==> src/rtl/tune_gate_pkg.sv <==
`timescale 1ns/1ps
package tune_gate_pkg;
  typedef enum logic [1:0] {
    ST_IDLE = 2'd0,
    ST_GATE = 2'd1,
    ST_WAIT = 2'd2,
    ST_RST  = 2'd3
  } seq_state_t;
endpackage

==> src/rtl/tune_settle_timer.sv <==
`timescale 1ns/1ps
module tune_settle_timer #(
  parameter int CYCLES = 100
) (
  input  logic clk,
  input  logic rst,
  input  logic start,
  output logic hit
);
  localparam int CW = (CYCLES > 1) ? $clog2(CYCLES) : 1;
  localparam logic [CW-1:0] LOAD = CW'(CYCLES - 1);

  logic [CW-1:0] cnt_q;
  logic          run_q;

  always_ff @(posedge clk) begin
    if (rst) begin
      cnt_q <= '0;
      run_q <= 1'b0;
    end else if (start) begin
      cnt_q <= LOAD;
      run_q <= 1'b1;
    end else if (run_q) begin
      if (cnt_q == '0) run_q <= 1'b0;
      else             cnt_q <= cnt_q - 1'b1;
    end
  end

  assign hit = run_q && (cnt_q == '0);
endmodule

==> src/rtl/tune_clk_hold.sv <==
`timescale 1ns/1ps
module tune_clk_hold (
  input  logic clk,
  input  logic rst,
  input  logic track,
  input  logic capture,
  input  logic restore,
  input  logic clk_en_i,
  output logic clk_en_o
);
  logic saved_q;
  logic en_q;

  always_ff @(posedge clk) begin
    if (rst) begin
      saved_q <= 1'b0;
      en_q    <= 1'b0;
    end else begin
      if (capture) begin
        saved_q <= clk_en_i;
        en_q    <= 1'b0;
      end else if (restore) begin
        en_q    <= saved_q;
      end else if (track) begin
        en_q    <= clk_en_i;
      end
    end
  end

  assign clk_en_o = en_q;
endmodule

==> src/rtl/tune_seq_fsm.sv <==
`timescale 1ns/1ps
module tune_seq_fsm
  import tune_gate_pkg::*;
(
  input  logic clk,
  input  logic rst,
  input  logic req_i,
  input  logic timer_hit,
  output logic timer_start,
  output logic track,
  output logic capture,
  output logic restore,
  output logic go_o,
  output logic path_rst_o,
  output logic done_o
);
  seq_state_t state_q;
  logic go_q, prst_q, done_q;

  assign capture     = (state_q == ST_IDLE) && req_i;
  assign track       = (state_q == ST_IDLE) && !req_i;
  assign restore     = (state_q == ST_RST);
  assign timer_start = (state_q == ST_GATE);

  always_ff @(posedge clk) begin
    if (rst) begin
      state_q <= ST_IDLE;
      go_q    <= 1'b0;
      prst_q  <= 1'b0;
      done_q  <= 1'b0;
    end else begin
      go_q   <= 1'b0;
      prst_q <= 1'b0;
      done_q <= 1'b0;
      unique case (state_q)
        ST_IDLE: if (req_i) state_q <= ST_GATE;
        ST_GATE: begin
          go_q    <= 1'b1;
          state_q <= ST_WAIT;
        end
        ST_WAIT: if (timer_hit) begin
          prst_q  <= 1'b1;
          state_q <= ST_RST;
        end
        ST_RST: begin
          done_q  <= 1'b1;
          state_q <= ST_IDLE;
        end
        default: state_q <= ST_IDLE;
      endcase
    end
  end

  assign go_o       = go_q;
  assign path_rst_o = prst_q;
  assign done_o     = done_q;
endmodule

==> src/rtl/tune_gate_seq.sv <==
`timescale 1ns/1ps
module tune_gate_seq #(
  parameter int CYC_PER_US = 100
) (
  input  logic clk,
  input  logic rst,
  input  logic req_i,
  input  logic clk_en_i,
  output logic card_clk_en_o,
  output logic go_o,
  output logic path_rst_o,
  output logic done_o
);
  logic timer_start, timer_hit, track, capture, restore;

  tune_seq_fsm u_fsm (
    .clk         (clk),
    .rst         (rst),
    .req_i       (req_i),
    .timer_hit   (timer_hit),
    .timer_start (timer_start),
    .track       (track),
    .capture     (capture),
    .restore     (restore),
    .go_o        (go_o),
    .path_rst_o  (path_rst_o),
    .done_o      (done_o)
  );

  tune_settle_timer #(.CYCLES(CYC_PER_US)) u_timer (
    .clk   (clk),
    .rst   (rst),
    .start (timer_start),
    .hit   (timer_hit)
  );

  tune_clk_hold u_hold (
    .clk      (clk),
    .rst      (rst),
    .track    (track),
    .capture  (capture),
    .restore  (restore),
    .clk_en_i (clk_en_i),
    .clk_en_o (card_clk_en_o)
  );
endmodule

==> config.mk <==
export PLATFORM = sky130hd
export DESIGN_NAME = tune_gate_seq
export DESIGN_NICKNAME = d
export VERILOG_FILES = /design/src/rtl/tune_gate_pkg.sv /design/src/rtl/tune_settle_timer.sv /design/src/rtl/tune_clk_hold.sv /design/src/rtl/tune_seq_fsm.sv /design/src/rtl/tune_gate_seq.sv
export SDC_FILE = /design/constraint.sdc
export NUM_CORES = 1
export LEC_CHECK = 0
export ABC_AREA = 1
export BUFFER_PORTS_ARGS = -buffer_cell sky130_fd_sc_hd__clkbuf_2
export CORE_MARGIN = 4
export CORE_UTILIZATION = 45
export CTS_CLUSTER_SIZE = 20
export DETAILED_ROUTE_END_ITERATION = 10
export PLACE_DENSITY = 0.73
export SKIP_CTS_REPAIR_TIMING = 1
export SYNTH_ARGS = -nofsm -noshare
export SYNTH_HDL_FRONTEND = slang
export SYNTH_SLANG_ARGS = --single-unit
==> constraint.sdc <==
create_clock -name clk -period 1.5 [get_ports clk]
set_input_delay 0.075 -clock clk [delete_from_list [all_inputs] [get_ports clk]]
set_output_delay 0.075 -clock clk [all_outputs]
set_load 0.1 [all_outputs]
# ---- After elaboration in Yosys (flattened, before gate mapping)
# Index checks and enable logic that the tools add are counted.
dict set report word_totals {
  register_bits 15
  input_bits 4
  out_inout_bits 4
}
dict set report op_classes {
  add_sub_neg 1
  eq_ne 6
  mux 14
  n_bitwise 2
  reduce_logical 14
}
# operator count
set ops {}
lappend ops {{two-way mux 7 bit} 3}
lappend ops {{two-way mux 1 bit} 8}
lappend ops {{case mux 2 bit (4 select lines)} 1}
lappend ops {{logical NOT 7 bit} 1}
lappend ops {{subtractor 7 x 1 -> 7 bit (second input constant)} 1}
lappend ops {{inequality test 2 bit (second input constant)} 3}
lappend ops {{AND reduction 2 bit} 3}
lappend ops {{OR reduction 2 bit} 3}
lappend ops {{equality test 2 bit (second input constant)} 2}
lappend ops {{two-way mux 2 bit} 2}
lappend ops {{nonzero test 2 bit} 2}
lappend ops {{logical AND 1 bit} 3}
lappend ops {{equality test 2 x 1 -> 1 bit (second input constant)} 1}
lappend ops {{logical NOT 2 bit} 1}
lappend ops {{inverter 1 bit} 2}
lappend ops {{logical NOT 1 bit} 1}

# ---- Depth between registers and ports, before layout
# Gate-level depths: netlist (run 1).
dict set report logic_depth {
  word_depth 4
  depth_mapped 10
  ltp_nobuf 10
}

# ---- Modules after synthesis
# From an unflattened synthesis (run 1), not the netlist that was laid out.
dict set report hier_totals {
  hier_cells 117
  area_unflattened_um2 848.3
}
# mod instances cells_per_inst area_per_inst_um2
set by_module_without_submodules {}
lappend by_module_without_submodules {tune_settle_timer 1 69 501.7}
lappend by_module_without_submodules {tune_seq_fsm 1 33 255.2}
lappend by_module_without_submodules {tune_clk_hold 1 15 91.3}

# ---- Worst setup path before layout (run 1)
# Ideal clock, no wire load.
dict set report synth_timing {
  path_kind {register -> register}
  start {reg u_hold.clk_en_o (netlist name)}
  end {reg u_hold.en_q, in the netlist u_hold.clk_en_o}
  setup_ps 70
  arrival_ps 1208
  t_required_ps 1430
  setup_slack_ps 222
  path_stages_with_launch 3
  path_cell_list {dfxtp_1 > a21oi_1 > a21oi_1}
}
# item line_no
set synth_lines {}
lappend synth_lines {{end signal: assignment} tune_clk_hold.sv:23} ;# en_q <= saved_q;
lappend synth_lines {{end signal: assignment} tune_clk_hold.sv:25} ;# en_q <= clk_en_i;
lappend synth_lines {{end: declaration} tune_clk_hold.sv:12} ;# logic en_q;

# ---- Worst setup path after layout (run 1)
dict set report layout_timing {
  start {reg u_fsm.state_q[0]}
  end {reg u_hold.en_q, in the netlist u_hold.clk_en_o}
}
dict set report layout_between {
  elab_chain_len 3
  word_cells_on_any_way 7
  classes_between {eq/ne (1); mux (1); reduce/logical (5)}
}
# item line_no
set layout_lines {}
lappend layout_lines {{start: declaration} tune_seq_fsm.sv:17} ;# seq_state_t state_q;
lappend layout_lines {{start signal: assignment} tune_seq_fsm.sv:27} ;# state_q <= ST_IDLE;
lappend layout_lines {{start signal: assignment} tune_seq_fsm.sv:36} ;# ST_IDLE: if (req_i) state_q <= ST_GATE;
lappend layout_lines {{start signal: assignment} tune_seq_fsm.sv:39} ;# state_q <= ST_WAIT;
lappend layout_lines {{logical NOT 2 bit} {tune_seq_fsm.sv:20, tune_seq_fsm.sv:21}}
lappend layout_lines {{logical AND 1 bit (on tied branches)} {tune_seq_fsm.sv:21, tune_seq_fsm.sv:20}}
lappend layout_lines {{nonzero test 2 bit (no source line) / OR reduction 2 bit (equally long branches)} -}
# Several ways; a longest one is shown, not always the timed one.
# A chain may end at the register's enable or synchronous reset.

==> impl_metrics.prom, run 1 <==
# TYPE chip_impl_metric gauge
chip_impl_metric{name="worst_clock_skew",unit="ns"} 0.0108
chip_impl_metric{name="timing.critical_path.slowest_cell_delay",unit="ns"} 0.34
chip_impl_metric{name="grt_overflow_total",unit=""} 0
chip_impl_metric{name="drtPass1Iterations",unit=""} 3
chip_impl_info{name="critical_path.top_delay_family",value="flip-flops"} 1
chip_impl_metric{name="finalSetupTns",unit="ns"} 0
chip_impl_info{name="critical_path.endpoint_type",value="register"} 1
chip_impl_metric{name="synth_area_in_adders",unit="%"} 10.9
chip_impl_info{name="status",value="complete, no violations"} 1
chip_impl_info{name="ys_top_cells_by_count",value="19 x inv_1, 19 x nand2_1, 15 x dfxtp_1"} 1
chip_impl_metric{name="setup_viol",unit=""} 0
chip_impl_info{name="unrepaired_setup_endpoints_after_global_routing",value="no"} 1
chip_impl_metric{name="dr.first_iter.drc_count",unit=""} 7
chip_impl_info{name="critical_path.cell_chain",value="inv_1 > ha_1 > inv_1 > nor2_1 > inv_2 > a21oi_1 > a21oi_1"} 1
chip_impl_metric{name="cts_sinks",unit=""} 15
chip_impl_metric{name="slew_headroom",unit="%"} 64.2
chip_impl_metric{name="path_buf_inv",unit=""} 3
chip_impl_metric{name="tmin_final",unit="ns"} 1.33
chip_impl_metric{name="critical_path_arrival",unit="ns"} 1.53
chip_impl_metric{name="netlist_instances",unit=""} 107
chip_impl_metric{name="worst_ep_required_time",unit="ns"} 1.70
chip_impl_info{name="path_class",value="register to register"} 1
chip_impl_metric{name="cap_violations",unit=""} 0
chip_impl_metric{name="grt_first_pass_wirelength",unit="um"} 2570
chip_impl_metric{name="synth_edf_count",unit=""} 0
chip_impl_info{name="min-delay-path-class",value="primary input to register"} 1
chip_impl_metric{name="post_synth_mux_area_share",unit="%"} 0
chip_impl_info{name="main_combinational_cell_family_by_area_after_synthesis",value="simple AND/OR/NAND/NOR gates"} 1
chip_impl_metric{name="clock.fmax",unit="GHz"} 0.750
chip_impl_metric{name="postRouteAntennaNets",unit=""} 0
chip_impl_metric{name="ctsLongestPathBuffers",unit=""} 2
chip_impl_info{name="yosys_most_used_dff",value="dfxtp_1"} 1
chip_impl_metric{name="number_of_buffers_inserted_during_clock_tree_synthesis",unit=""} 3
chip_impl_metric{name="synth_top_area_share",unit="%"} 37.4
chip_impl_info{name="cp_slowest_cell",value="dfxtp_1"} 1
chip_impl_metric{name="synth_nets",unit=""} 118
chip_impl_metric{name="drt-wirelength-per-cell",unit="um"} 9.60
chip_impl_metric{name="synthesis.area_per_instance",unit="sq um"} 7.51
chip_impl_metric{name="leakage",unit="nW"} 0.434
chip_impl_metric{name="dp.final_hpwl",unit="um"} 1120
chip_impl_metric{name="post-route-drc-count",unit=""} 0
chip_impl_metric{name="number_of_fillers_in_the_final_layout",unit=""} 158
chip_impl_metric{name="seq_area",unit="sq um"} 300
chip_impl_metric{name="die_h",unit="um"} 50.3
chip_impl_info{name="timing.critical_path.from_type",value="register"} 1
chip_impl_metric{name="total_of_buffers_placed_on_input_and_output_ports",unit=""} 7
chip_impl_metric{name="drt-vias-per-instance",unit=""} 4.65
chip_impl_metric{name="final-max-slew-violation-count",unit=""} 0
chip_impl_metric{name="postSynth.asyncResetShare",unit="%"} 0
chip_impl_metric{name="synth.ff_latch_count",unit=""} 15
chip_impl_metric{name="grt_max_degree",unit=""} 11
chip_impl_metric{name="synth-xor-area-share",unit="%"} 1.09
chip_impl_metric{name="power_density",unit="nW/um^2"} 2100
chip_impl_metric{name="initial_utilization",unit="%"} 47.0
chip_impl_metric{name="ir_drop",unit="V"} 0.00106
chip_impl_metric{name="synth_sequential_area_ratio",unit="%"} 37.4
chip_impl_info{name="clk_root_buffer_cell",value="clkbuf_4"} 1
chip_impl_metric{name="synth_compound_area_share",unit="%"} 11.7
chip_impl_metric{name="hold_viol",unit=""} 0
chip_impl_metric{name="design.portCount",unit=""} 8
chip_impl_metric{name="syn2layout_area_growth",unit="%"} 12.0
chip_impl_metric{name="final.period_utilization",unit="%"} 88.9
chip_impl_metric{name="dr_total_vias",unit=""} 665
chip_impl_metric{name="die_area",unit="sq um"} 2530
chip_impl_metric{name="path_max_fanout",unit=""} 4
chip_impl_metric{name="synth-simple-area-share",unit="%"} 29.1
chip_impl_metric{name="grt.total_usage",unit="%"} 13.2
chip_impl_metric{name="htree_levels",unit=""} 1
chip_impl_metric{name="grt_pass1_vias",unit=""} 647
chip_impl_metric{name="yosys_warnings",unit=""} 0
chip_impl_metric{name="final_layout_size_suffix_gt1_share",unit="%"} 17.8
chip_impl_metric{name="place_congestion",unit=""} 0.747
chip_impl_metric{name="antenna_found_initial",unit=""} 0
chip_impl_metric{name="multi_input_comb_area",unit="sq um"} 424
chip_impl_metric{name="design.core.area",unit="sq um"} 1710
chip_impl_metric{name="synth_cell_types",unit=""} 24
chip_impl_metric{name="pwr_total",unit="mW"} 1.89
chip_impl_metric{name="detail_route.wirelength",unit="um"} 1370
chip_impl_metric{name="utilization",unit="%"} 52.7
chip_impl_info{name="cts_tree",value="yes"} 1
chip_impl_metric{name="worst_skew_pair.late_latency",unit="ns"} 0.30
chip_impl_metric{name="final_net_count",unit=""} 130
chip_impl_metric{name="cts.clk_slew.worst_paths",unit="ns"} 0.10
chip_impl_metric{name="chipWidth",unit="um"} 50.3
chip_impl_metric{name="worst-slew-pin-transition",unit="ns"} 0.540
chip_impl_metric{name="mappedNetlistArea",unit="sq um"} 803
chip_impl_metric{name="ant_diodes",unit=""} 0
chip_impl_info{name="yosys.area.top_type",value="dfxtp_1"} 1
chip_impl_info{name="synth.top_cells.by_area",value="dfxtp_1 37%, ha_1 11%, inv_1 8.9%, nand2_1 8.9%, nor2_1 5.6%"} 1
chip_impl_metric{name="placementRows",unit=""} 15
## where the power goes
part / total [mW] / internal (mW) / switching [mW] / leakage [nW]
combinational: 1.02 / 0.332 / 0.687 / 0.297
sequential: 0.630 / 0.521 / 0.109 / 0.123
clock: 0.245 / 0.102 / 0.143 / 0.0139
## sequential cells by signal, indices dropped and copies added, names as in the netlist
register          cells
u_fsm.done_o          1
u_timer.run_q         1
u_hold.clk_en_o       1
u_fsm.state_q         2
u_hold.saved_q        1
u_fsm.go_o            1
u_timer.cnt_q         7
u_fsm.path_rst_o      1
## cell families (layout without fill, tap and decap cells)
family,after synthesis,after routing
adder cells (fa/ha/maj),7,7
XOR/XNOR,1,1
buffers and inverters,21,32
AO/OA/AOI/OAI,16,16
flip-flops,15,15
AND/OR/NAND/NOR,47,47
## stage by stage
step / hold WS (ns) / setup WS [ns] / area, sq um / cells
finish: 0.00957 / 0.167 / 900 / 143
global route: 0.0217 / 0.00349 / 900 / 143
CTS: -0.000795 / 0.144 / 900 / 143
detailed placement: 0.330 / 0.161 / 870 / 139
global placement: 0.325 / 0.220 / 870 / 139
floorplan: 0.144 / 0.222 / 803 / 107
## cell type report
type	count	area share, %
multi-input cells	71	47.1
clock buffers	3	2.50
flip-flops and latches	15	33.4
repair buffers	7	3.89
well taps	25	3.48
clock inverters	1	0.834
inverters	21	8.76
## cells in the final DEF, fill, tap and decap left out, drive strengths merged, types with 2 or more instances in the layout
master  instances
nor2           15
ha              7
nor3            2
o21ai           5
nand4           2
dfxtp          15
nand3           7
a21oi           8
inv            21
nand2          20
clkbuf         10
## layer usage
metal	global-route usage (%)	part of all wire (%)	up-vias	routed length [um]
li1	-	-	356	-
met1	13.9	44	301	610
met2	23.7	51	6	702
met3	6.23	3.9	2	53
met4	2.76	0.51	0	7
met5	0	0	-	0
## path summary, 6_finish.rpt
kind / slack, ns / cells after the start / end / startpoint
setup / recovery: 0.17 / 7 / u_hold.clk_en_o$_SDFFE_PP0P_ / u_fsm.state_q[0]$_SDFFE_PP0P_
hold / removal: 0.01 / 2 / u_timer.run_q$_SDFF_PP0_ / rst
setup reg to reg: 0.17 / 7 / u_hold.clk_en_o$_SDFFE_PP0P_ / u_fsm.state_q[0]$_SDFFE_PP0P_
hold reg to reg: 0.49 / 2 / u_timer.cnt_q[0]$_SDFFE_PP0P_ / u_timer.cnt_q[0]$_SDFFE_PP0P_
(Power assumes the default switching activity.)
==> run 2: changes to the inputs <==
GPL_TIMING_DRIVEN = 0   (was unset)
==> run 2 against run 1 <==
Against the previous run: critical path depth increased by 2; maximum frequency decreased by 2.4%; flip-flop and latch count unchanged; clock skew decreased by 0.0089 ns; worst hold slack improved by 0.015 ns; via count decreased by 0.30%; power decreased by 0.50%; first-iteration DRC count decreased by 86%; register-to-register slack got worse by 0.03 ns; final cell count unchanged; wire length increased by 2.8%; largest cell class unchanged.
==> impl_metrics.prom, run 2 (synthesis gave the netlist of run 1 again) <==
# TYPE chip_impl_metric gauge
chip_impl_info{name="status",value="complete, no violations"} 1
chip_impl_info{name="worst_hold_path.endpoint",value="u_fsm.done_o$_SDFF_PP0_"} 1
chip_impl_metric{name="post-route-drc-count",unit=""} 0
chip_impl_metric{name="tmin_final",unit="ns"} 1.37
chip_impl_metric{name="worst_ep_required_time",unit="ns"} 1.68
chip_impl_metric{name="final-max-slew-violation-count",unit=""} 0
chip_impl_metric{name="detailedPlace.worstSlack",unit="ns"} 0.149
chip_impl_metric{name="place_congestion",unit=""} 0.735
chip_impl_metric{name="cts.clk_slew.worst_paths",unit="ns"} 0.09
chip_impl_metric{name="critical_path_arrival",unit="ns"} 1.55
chip_impl_metric{name="antenna_found_initial",unit=""} 0
chip_impl_metric{name="dp.final_hpwl",unit="um"} 1090
chip_impl_info{name="rr_endpoint",value="u_fsm.state_q[1]$_SDFFE_PP0P_"} 1
chip_impl_metric{name="chipWidth",unit="um"} 50.3
chip_impl_metric{name="hold_viol",unit=""} 0
chip_impl_metric{name="stdcell_count",unit=""} 143
chip_impl_metric{name="total_of_buffers_placed_on_input_and_output_ports",unit=""} 7
chip_impl_metric{name="ant_diodes",unit=""} 0
chip_impl_metric{name="leakage",unit="nW"} 0.435
chip_impl_info{name="unrepaired_setup_endpoints_after_global_routing",value="no"} 1
chip_impl_metric{name="placementRows",unit=""} 15
chip_impl_metric{name="htree_levels",unit=""} 1
chip_impl_info{name="regMostFlops",value="u_timer.cnt_q"} 1
chip_impl_metric{name="die_h",unit="um"} 50.3
chip_impl_metric{name="clock.fmax",unit="GHz"} 0.732
chip_impl_metric{name="worst-slew-pin-transition",unit="ns"} 0.542
chip_impl_info{name="mostFrequentLayoutCells",value="19 x inv_1, 19 x nand2_1, 15 x dfxtp_1"} 1
chip_impl_metric{name="drt-vias-per-instance",unit=""} 4.64
chip_impl_metric{name="cap_violations",unit=""} 0
chip_impl_metric{name="largest_reg_flops",unit=""} 7
chip_impl_metric{name="grt_pass1_vias",unit=""} 597
chip_impl_info{name="worstHoldStart",value="rst"} 1
chip_impl_metric{name="worst_skew_pair.late_latency",unit="ns"} 0.28
chip_impl_metric{name="ctsLongestPathBuffers",unit=""} 2
chip_impl_metric{name="postRouteAntennaNets",unit=""} 0
chip_impl_metric{name="number_of_buffers_inserted_during_clock_tree_synthesis",unit=""} 3
chip_impl_metric{name="design.core.area",unit="sq um"} 1710
chip_impl_metric{name="timing.final.ws_setup",unit="ns"} 0.133
chip_impl_metric{name="final_net_count",unit=""} 130
chip_impl_metric{name="worst_clock_skew",unit="ns"} 0.00186
chip_impl_metric{name="final_cell_area",unit="sq um"} 896
chip_impl_info{name="path_class",value="register to register"} 1
chip_impl_metric{name="ir_drop",unit="V"} 0.000986
chip_impl_metric{name="setup_viol",unit=""} 0
chip_impl_metric{name="grt_overflow_total",unit=""} 0
chip_impl_info{name="critical_path.endpoint_type",value="register"} 1
chip_impl_metric{name="pwr_total",unit="mW"} 1.88
chip_impl_metric{name="cts_sinks",unit=""} 15
chip_impl_metric{name="grt.total_usage",unit="%"} 12.8
chip_impl_metric{name="final_layout_size_suffix_gt1_share",unit="%"} 16.9
chip_impl_metric{name="hold-path-cell-count",unit=""} 2
chip_impl_metric{name="detail_route.wirelength",unit="um"} 1410
chip_impl_metric{name="finalSetupTns",unit="ns"} 0
chip_impl_info{name="cts_tree",value="yes"} 1
chip_impl_info{name="largest_registers",value="u_timer.cnt_q (7), u_fsm.state_q (2)"} 1
chip_impl_metric{name="path_max_fanout",unit=""} 8
chip_impl_metric{name="syn2layout_area_growth",unit="%"} 11.5
chip_impl_metric{name="grt_max_degree",unit=""} 9
chip_impl_info{name="clk_root_buffer_cell",value="clkbuf_4"} 1
chip_impl_metric{name="slew_headroom",unit="%"} 64.0
chip_impl_metric{name="initial_utilization",unit="%"} 47.0
chip_impl_metric{name="reg2reg_slack",unit="ns"} 0.13
chip_impl_metric{name="die_area",unit="sq um"} 2530
chip_impl_metric{name="reg2regPathDepth",unit=""} 9
chip_impl_info{name="min-delay-path-class",value="primary input to register"} 1
chip_impl_metric{name="dr.first_iter.drc_count",unit=""} 1
chip_impl_metric{name="dp.cells",unit=""} 139
chip_impl_metric{name="placedInstanceArea",unit="sq um"} 870
chip_impl_metric{name="power_density",unit="nW/um^2"} 2100
chip_impl_metric{name="drt-wirelength-per-cell",unit="um"} 9.87
chip_impl_metric{name="design.portCount",unit=""} 8
chip_impl_metric{name="dr_total_vias",unit=""} 663
chip_impl_info{name="timing.critical_path.from_type",value="register"} 1
chip_impl_metric{name="final.period_utilization",unit="%"} 91.1
chip_impl_metric{name="grt_first_pass_wirelength",unit="um"} 2390
chip_impl_info{name="worstReg2RegStart",value="u_timer.cnt_q[0]$_SDFFE_PP0P_"} 1
chip_impl_metric{name="drtPass1Iterations",unit=""} 4
run 2: how the worst max path moves through the flow:
stage                                        startpoint                       endpoint  slack (ns)
final                     u_timer.cnt_q[0]$_SDFFE_PP0P_  u_fsm.state_q[1]$_SDFFE_PP0P_        0.13
after detailed placement  u_timer.cnt_q[0]$_SDFFE_PP0P_  u_fsm.state_q[1]$_SDFFE_PP0P_        0.15
after global routing      u_fsm.state_q[0]$_SDFFE_PP0P_   u_hold.clk_en_o$_SDFFE_PP0P_        0.03
after CTS                 u_timer.cnt_q[0]$_SDFFE_PP0P_  u_fsm.state_q[1]$_SDFFE_PP0P_        0.14
after floorplan            u_hold.clk_en_o$_SDFFE_PP0P_   u_hold.clk_en_o$_SDFFE_PP0P_        0.22
after global placement    u_timer.cnt_q[0]$_SDFFE_PP0P_  u_fsm.state_q[1]$_SDFFE_PP0P_        0.17
run 2: where the power goes:
group / internal (mW) / switching (mW)
logic: 0.330 / 0.687
registers: 0.521 / 0.113
clock network: 0.103 / 0.130
total: 0.955 / 0.929
run 2: critical path, stage by stage, from the launching register on:
cell and delay [ns]:
dfxtp_1 0.32, inv_1 0.12, ha_1 0.16, inv_1 0.05, nor2_2 0.12, nand3_4 0.14
o21ai_2 0.18, nand3_1 0.08, nand2_1 0.06, nor2_1 0.04
run 2: final cells by class:
cell class | instances | area [sq um]
tap | 25 | 31.3
timing repair buffer | 7 | 35.0
inverter | 21 | 78.8
clock buffer | 4 | 26.3
multi-input combinational | 71 | 424
fill | 171 | 812
sequential | 15 | 300
run 2: per-layer routing:
layer | GRT usage [%] | vias up | share of wire (%)
met1 | 13.2 | 297 | 45
met3 | 5.34 | 2 | 2.5
met4 | 6.91 | 0 | 0.92
met5 | 0 | - | 0
li1 | - | 359 | -
met2 | 21.7 | 5 | 52
run 2: metrics by stage:
| stage | utilization, % | hold slack, ns |
|---|---|---|
| 6_report | 52.5 | 0.0243 |
| 5_1_grt | 52.5 | 0.0139 |
| 4_1_cts | 52.5 | 0.00914 |
| 3_5_place_dp | 50.9 | 0.328 |
| 3_3_place_gp | 50.9 | 0.321 |
| 2_1_floorplan | - | 0.144 |
